--- config.mk ---
export PLATFORM = sky130hd
export DESIGN_NAME = sdr_mode_capture
export DESIGN_NICKNAME = d
export VERILOG_FILES = /design/src/rtl/sdr_mrs_pkg.sv /design/src/rtl/sdr_cmd_decode.sv /design/src/rtl/sdr_mode_check.sv /design/src/rtl/sdr_mrd_timer.sv /design/src/rtl/sdr_mode_capture.sv
export SDC_FILE = /design/constraint.sdc
export NUM_CORES = 1
export LEC_CHECK = 0
export CAP_MARGIN = 20
export CORE_UTILIZATION = 37
export DETAILED_ROUTE_END_ITERATION = 12
export GPL_TIMING_DRIVEN = 0
export HOLD_SLACK_MARGIN = 0.15
export PLACE_DENSITY = 0.69
export SYNTH_ARGS = -nofsm -noshare
export SYNTH_HDL_FRONTEND = slang
export SYNTH_HIERARCHICAL = 1
export SYNTH_SLANG_ARGS = --single-unit
--- constraint.sdc ---
create_clock -name clk -period 0.8 [get_ports clk]
set_input_delay 0.12 -clock clk [delete_from_list [all_inputs] [get_ports clk]]
set_output_delay 0.12 -clock clk [all_outputs]
set_load 0.005 [all_outputs]
--- src/rtl/sdr_mrs_pkg.sv ---
package sdr_mrs_pkg;

  typedef enum logic [1:0] {
    CMD_NONE  = 2'd0,
    CMD_WRREG = 2'd1,
    CMD_OTHER = 2'd2
  } cmd_kind_e;

  typedef struct packed {
    logic [1:0] bank;
    logic [2:0] upper;
    logic       dll;
    logic       test;
    logic [2:0] cl_code;
    logic       interleave;
    logic [2:0] bl_code;
  } mrs_word_t;

  function automatic mrs_word_t split_word(input logic [11:0] a, input logic [1:0] ba);
    mrs_word_t w;
    w.bank       = ba;
    w.upper      = a[11:9];
    w.dll        = a[8];
    w.test       = a[7];
    w.cl_code    = a[6:4];
    w.interleave = a[3];
    w.bl_code    = a[2:0];
    return w;
  endfunction

endpackage

--- src/rtl/sdr_cmd_decode.sv ---
module sdr_cmd_decode
  import sdr_mrs_pkg::*;
(
  input  logic      clk,
  input  logic      rst_n,
  input  logic      clk_en,
  input  logic      sel_n,
  input  logic      row_strobe_n,
  input  logic      col_strobe_n,
  input  logic      wr_en_n,
  output cmd_kind_e cmd_kind
);

  logic cke_prev_q;
  logic cke_prev_d;

  always_comb begin
    cke_prev_d = clk_en;
  end

  always_ff @(posedge clk or negedge rst_n) begin
    if (!rst_n) cke_prev_q <= 1'b0;
    else        cke_prev_q <= cke_prev_d;
  end

  always_comb begin
    cmd_kind = CMD_NONE;
    if (clk_en && cke_prev_q && !sel_n) begin
      if (!row_strobe_n && !col_strobe_n && !wr_en_n)
        cmd_kind = CMD_WRREG;
      else if (!(row_strobe_n && col_strobe_n && wr_en_n))
        cmd_kind = CMD_OTHER;
    end
  end

endmodule

--- src/rtl/sdr_mode_check.sv ---
module sdr_mode_check
  import sdr_mrs_pkg::*;
#(
  parameter int PAGE_BEATS = 256,
  localparam int BEATS_W   = $clog2(PAGE_BEATS + 1)
) (
  input  mrs_word_t          word,
  output logic               word_ok,
  output logic [BEATS_W-1:0] beats,
  output logic [1:0]         cl
);

  logic bl_ok;
  logic cl_ok;

  always_comb begin
    beats = '0;
    bl_ok = 1'b0;
    case (word.bl_code)
      3'd1: begin beats = BEATS_W'(2); bl_ok = 1'b1; end
      3'd2: begin beats = BEATS_W'(4); bl_ok = 1'b1; end
      3'd3: begin beats = BEATS_W'(8); bl_ok = 1'b1; end
      3'd7: begin beats = BEATS_W'(PAGE_BEATS); bl_ok = !word.interleave; end
      default: begin beats = '0; bl_ok = 1'b0; end
    endcase
  end

  always_comb begin
    cl    = 2'd0;
    cl_ok = 1'b0;
    case (word.cl_code)
      3'd2: begin cl = 2'd2; cl_ok = 1'b1; end
      3'd3: begin cl = 2'd3; cl_ok = 1'b1; end
      default: begin cl = 2'd0; cl_ok = 1'b0; end
    endcase
  end

  always_comb begin
    word_ok = bl_ok && cl_ok && (word.upper == 3'd0);
  end

endmodule

--- src/rtl/sdr_mrd_timer.sv ---
module sdr_mrd_timer #(
  parameter int MRD_CYCLES = 2,
  localparam int CNT_W     = (MRD_CYCLES > 2) ? $clog2(MRD_CYCLES) : 1
) (
  input  logic clk,
  input  logic rst_n,
  input  logic start,
  output logic busy
);

  generate
    if (MRD_CYCLES <= 1) begin : g_no_wait
      assign busy = 1'b0;
    end else begin : g_wait
      logic [CNT_W-1:0] cnt_q;
      logic [CNT_W-1:0] cnt_d;
      logic             cnt_en;

      always_comb begin
        cnt_en = start || (cnt_q != '0);
        if (start) cnt_d = CNT_W'(MRD_CYCLES - 1);
        else       cnt_d = cnt_q - CNT_W'(1);
      end

      always_ff @(posedge clk or negedge rst_n) begin
        if (!rst_n)      cnt_q <= '0;
        else if (cnt_en) cnt_q <= cnt_d;
      end

      assign busy = (cnt_q != '0);
    end
  endgenerate

endmodule

--- src/rtl/sdr_mode_capture.sv ---
module sdr_mode_capture
  import sdr_mrs_pkg::*;
#(
  parameter int PAGE_BEATS = 256,
  parameter int MRD_CYCLES = 2,
  parameter int SYNC_DEPTH = 2,
  localparam int BEATS_W   = $clog2(PAGE_BEATS + 1)
) (
  input  logic               clk,
  input  logic               rst_n,
  input  logic               clk_en,
  input  logic               sel_n,
  input  logic               row_strobe_n,
  input  logic               col_strobe_n,
  input  logic               wr_en_n,
  input  logic [11:0]        adr,
  input  logic [1:0]         bank_sel,
  input  logic               banks_idle,
  output logic [BEATS_W-1:0] burst_beats,
  output logic               burst_interleave,
  output logic [1:0]         cas_lat,
  output logic               test_mode,
  output logic               dll_rst,
  output logic               cfg_valid,
  output logic               cfg_err,
  output logic               busy
);

  // reset: asynchronous assert, synchronous release
  logic [SYNC_DEPTH-1:0] rst_pipe_q;
  logic                  rst_sync_n;

  always_ff @(posedge clk or negedge rst_n) begin
    if (!rst_n) rst_pipe_q <= '0;
    else        rst_pipe_q <= {rst_pipe_q[SYNC_DEPTH-2:0], 1'b1};
  end
  assign rst_sync_n = rst_pipe_q[SYNC_DEPTH-1];

  // command classification
  cmd_kind_e cmd_kind;

  sdr_cmd_decode u_decode (
    .clk          (clk),
    .rst_n        (rst_sync_n),
    .clk_en       (clk_en),
    .sel_n        (sel_n),
    .row_strobe_n (row_strobe_n),
    .col_strobe_n (col_strobe_n),
    .wr_en_n      (wr_en_n),
    .cmd_kind     (cmd_kind)
  );

  // field check and decode
  mrs_word_t          word;
  logic               word_ok;
  logic [BEATS_W-1:0] beats_dec;
  logic [1:0]         cl_dec;

  assign word = split_word(adr, bank_sel);

  sdr_mode_check #(.PAGE_BEATS(PAGE_BEATS)) u_check (
    .word    (word),
    .word_ok (word_ok),
    .beats   (beats_dec),
    .cl      (cl_dec)
  );

  // settle window
  logic accept;
  logic busy_w;

  sdr_mrd_timer #(.MRD_CYCLES(MRD_CYCLES)) u_timer (
    .clk   (clk),
    .rst_n (rst_sync_n),
    .start (accept),
    .busy  (busy_w)
  );
  assign busy = busy_w;

  // state
  logic               ext_done_q, ext_done_d;
  logic               valid_q,    valid_d;
  logic               err_q,      err_d;
  logic               dll_q,      dll_d;
  logic [BEATS_W-1:0] beats_q;
  logic               inter_q;
  logic [1:0]         cl_q;
  logic               test_q;
  logic               mode_en;
  logic               refuse;
  logic               is_ext;

  always_comb begin
    is_ext = word.bank[0];
    refuse = 1'b0;
    if (cmd_kind == CMD_WRREG) begin
      if (busy_w || !banks_idle || word.bank[1])
        refuse = 1'b1;
      else if (!is_ext && (!ext_done_q || !word_ok))
        refuse = 1'b1;
    end else if (cmd_kind == CMD_OTHER) begin
      refuse = busy_w;
    end

    accept     = (cmd_kind == CMD_WRREG) && !refuse;
    mode_en    = accept && !is_ext;
    ext_done_d = ext_done_q || (accept && is_ext);
    valid_d    = valid_q || mode_en;
    err_d      = refuse;
    dll_d      = mode_en && word.dll;
  end

  always_ff @(posedge clk or negedge rst_sync_n) begin
    if (!rst_sync_n) begin
      ext_done_q <= 1'b0;
      valid_q    <= 1'b0;
      err_q      <= 1'b0;
      dll_q      <= 1'b0;
    end else begin
      ext_done_q <= ext_done_d;
      valid_q    <= valid_d;
      err_q      <= err_d;
      dll_q      <= dll_d;
    end
  end

  always_ff @(posedge clk or negedge rst_sync_n) begin
    if (!rst_sync_n) begin
      beats_q <= '0;
      inter_q <= 1'b0;
      cl_q    <= 2'd0;
      test_q  <= 1'b0;
    end else if (mode_en) begin
      beats_q <= beats_dec;
      inter_q <= word.interleave;
      cl_q    <= cl_dec;
      test_q  <= word.test;
    end
  end

  assign burst_beats      = beats_q;
  assign burst_interleave = inter_q;
  assign cas_lat          = cl_q;
  assign test_mode        = test_q;
  assign dll_rst          = dll_q;
  assign cfg_valid        = valid_q;
  assign cfg_err          = err_q;

endmodule

==> reports/results.ini <==
[floorplanning]
row_count = 18
start_util = 0.3993
die_area_sq_um = 2935
fp.coreArea_sq_um = 2522
die_h_um = 54.18
ioPinCount = 39
die_w_um = 54.18

[routing]
wl_per_cell_um = 12.89
drt_iter0_markers = 2
viasPerCell = 4.665
drtAntennaViolNets = 0
routed_wirelength_mm = 2.191
dr.pass1.iters = 2
drc_errors = 0
vias = 793

[pwr]
combPwrFrac = 0.111
powerDensity_nw_per_um2 = 1130
swShare = 0.2261
p_sw_mw = 0.4081
p_seq_frac = 0.609
ir_drop_uv = 793.7
clkPwrFrac = 0.280
static-leakage-power_nw = 0.8368
internal-power_mw = 1.396

[clock_network]
cts_tree = done
clock_sinks = 21
cts-htree-levels = 1
cts-root-buf = clkbuf_4
clk_pin_slew_ns = 0.11
max-clock-path-buffers = 2
cts_made_buffers = 3
clock_latency_ns = 0.30

[sta]
finalMaxSlewViolations = 0
finalCritPeriodShare = 2.250
hold_slack_ns = 0.2002
finalSetupViolations = 35
skew_ns = 0.0004819
rsz0062_at_grt = true
min_period_ns = 1.800
max_freq_ghz = 0.5556
hold_viol = 0
setup_ws_ns = -1.000

[synth]
avgSynthCellArea_sq_um = 13.43
post-synth-top-area-cell = dfrtp_1
synth_area_sq_um = 1007
ys_warn_count = 6
synthTopCellsByArea = dfrtp_1 52%, mux2_4 13%, mux2_2 4.5%, buf_4 3.7%, nand3b_1 2.2%
synth_cells = 75
ys_ff_latch = 21
netlist.area_leader.share = 0.5217
synth.yosys.seq_area_share = 0.5217
yosysUniqueCellTypes = 31

[place]
post-place-ws_ns = -1.734
dp.cells = 147
dpl.hpwl_mm = 1.421
place.gp.congestion = 0.6977
placed_area_sq_um = 1453
port_buffers = 38

[run_status]
status = finished, violations left
failed_checks = negative setup slack

[final_layout]
nets = 163
layout_common_cells = 22 x buf_4, 19 x dfrtp_1, 19 x buf_2
drive_gt1_frac = 0.5500
final_common_cell = buf_4
finalNonFillerCells = 170
final_cell_area_sq_um = 1597
final_util = 0.6329
multi_input_comb_area_sq_um = 500.5
fill_cells = 219
diodes = 0
area_growth_pct = 58.51
ff_latch_area_sq_um = 528.0

[global_route]
grt_pass1_vias = 809
antenna_found_initial = 0
grt_pass1_wl_mm = 3.408
grt_overflow_total = 0
grt_max_degree = 20
grt_usage = 0.1655

[critical_path]
path_max_fanout = 5
endpoint_kind = flop
critical_path_required_ns = 1.00
start_kind = primary input
critical_path_class = in2reg
cp.arrival_ns = 2.00

[hold_path]
min_path_type = in2reg

[flow_run]
maxCapViolCount = 0

## synthesized netlist by cell type, drive strengths merged
cell / n
nand2b: 2
and2: 1
dfrtp: 21
nor2b: 1
or4b: 1
nor4: 2
xor2: 1
a21o: 1
buf: 6
a21oi: 1
or2: 1
and3: 3
nor2: 2
mux2: 13
nor3: 4
nor3b: 2
a211oi: 1
and3b: 1
and2b: 1
nand3b: 3
o21bai: 1
clkbuf: 1
nand2: 2
conb: 2
o21ai: 1
## power by group through the flow
stage	registers [mW]	logic, mW	clock network [mW]
floorplan	1.11	0.0673	0
global placement	1.12	0.188	0
detailed placement	1.12	0.191	0
CTS	1.10	0.196	0.545
global route	1.11	0.216	0.583
finish	1.10	0.201	0.506
## cell families (layout without fill, tap and decap cells)
group / after synthesis / after routing / share of synthesized area
AO/OA/AOI/OAI: 5 / 5 / 0.03726
XOR/XNOR: 1 / 1 / 0.008697
buffers and inverters: 7 / 68 / 0.05590
flip-flops: 21 / 21 / 0.5217
multiplexers: 13 / 13 / 0.1789
other: 2 / 6 / 0.007456
AND/OR/NAND/NOR: 26 / 26 / 0.1901
## stage by stage
step / TNS, ns / power [mW]
finish: -17.66 / 1.804
global route: -19.75 / 1.904
CTS: -19.14 / 1.840
detailed placement: -31.19 / 1.310
global placement: -29.90 / 1.306
floorplan: -16.21 / 1.179
## cell type report
class	count	share of cell area
Buffer	6	0.03292
Clock buffer	4	0.01646
Multi-Input combinational cell	51	0.3135
Sequential cell	21	0.3307
Tap cell	30	0.02351
Timing Repair Buffer	58	0.2829
## path summary, 6_finish.rpt
| check | start | endpoint | slack [ns] | cells after the start |
|---|---|---|---|---|
| hold reg to reg | rst_pipe_q[1] | u_decode/cke_prev_q | 0.21 | 0 |
| setup reg to reg | u_decode/cke_prev_q | burst_beats[8] | -1.0 | 7 |
| hold / removal | adr[5] | cas_lat[1] | 0.20 | 3 |
| setup / recovery | adr[9] | burst_beats[8] | -1.0 | 8 |
| min in group asynchronous | rst_pipe_q[1] | u_decode/cke_prev_q | 0.21 | 0 |
| max in group asynchronous | rst_n | rst_pipe_q[1] | 0.17 | 2 |
## worst max-delay path, cell delays in order
cell and delay (ns):
buf_6 0.09, or4b_4 0.54, a211oi_2 0.27, nand3b_1 0.17
nor4_4 0.21, buf_4 0.17, clkbuf_16 0.14, mux2_4 0.29
## registers in the layout, summed over array words and instances (netlist names)
name / cells
cas_lat: 2
u_timer/busy: 1
burst_interleave: 1
ext_done_q: 1
burst_beats: 9
cfg_valid: 1
u_decode/cke_prev_q: 1
dll_rst: 1
cfg_err: 1
test_mode: 1
rst_pipe_q: 2
## timing repair
action                                  in CTS  in global routing
endpoints found under the setup margin      54                 35
resized for setup                           96                  7
buffers inserted                            14                  6
gates cloned                                 1                  0
pin swaps                                    9                  2
hold endpoints to repair                     2                  0
hold buffers                                 1                  0
## layer usage
layer / GRT usage / vias up / wire, um
li1: - / 382 / -
met1: 0.1895 / 371 / 854
met2: 0.2846 / 34 / 1102
met3: 0.04520 / 6 / 187
met4: 0.07265 / 0 / 46
met5: 0 / - / 0
Note: power is estimated with default switching activity, not from simulation.
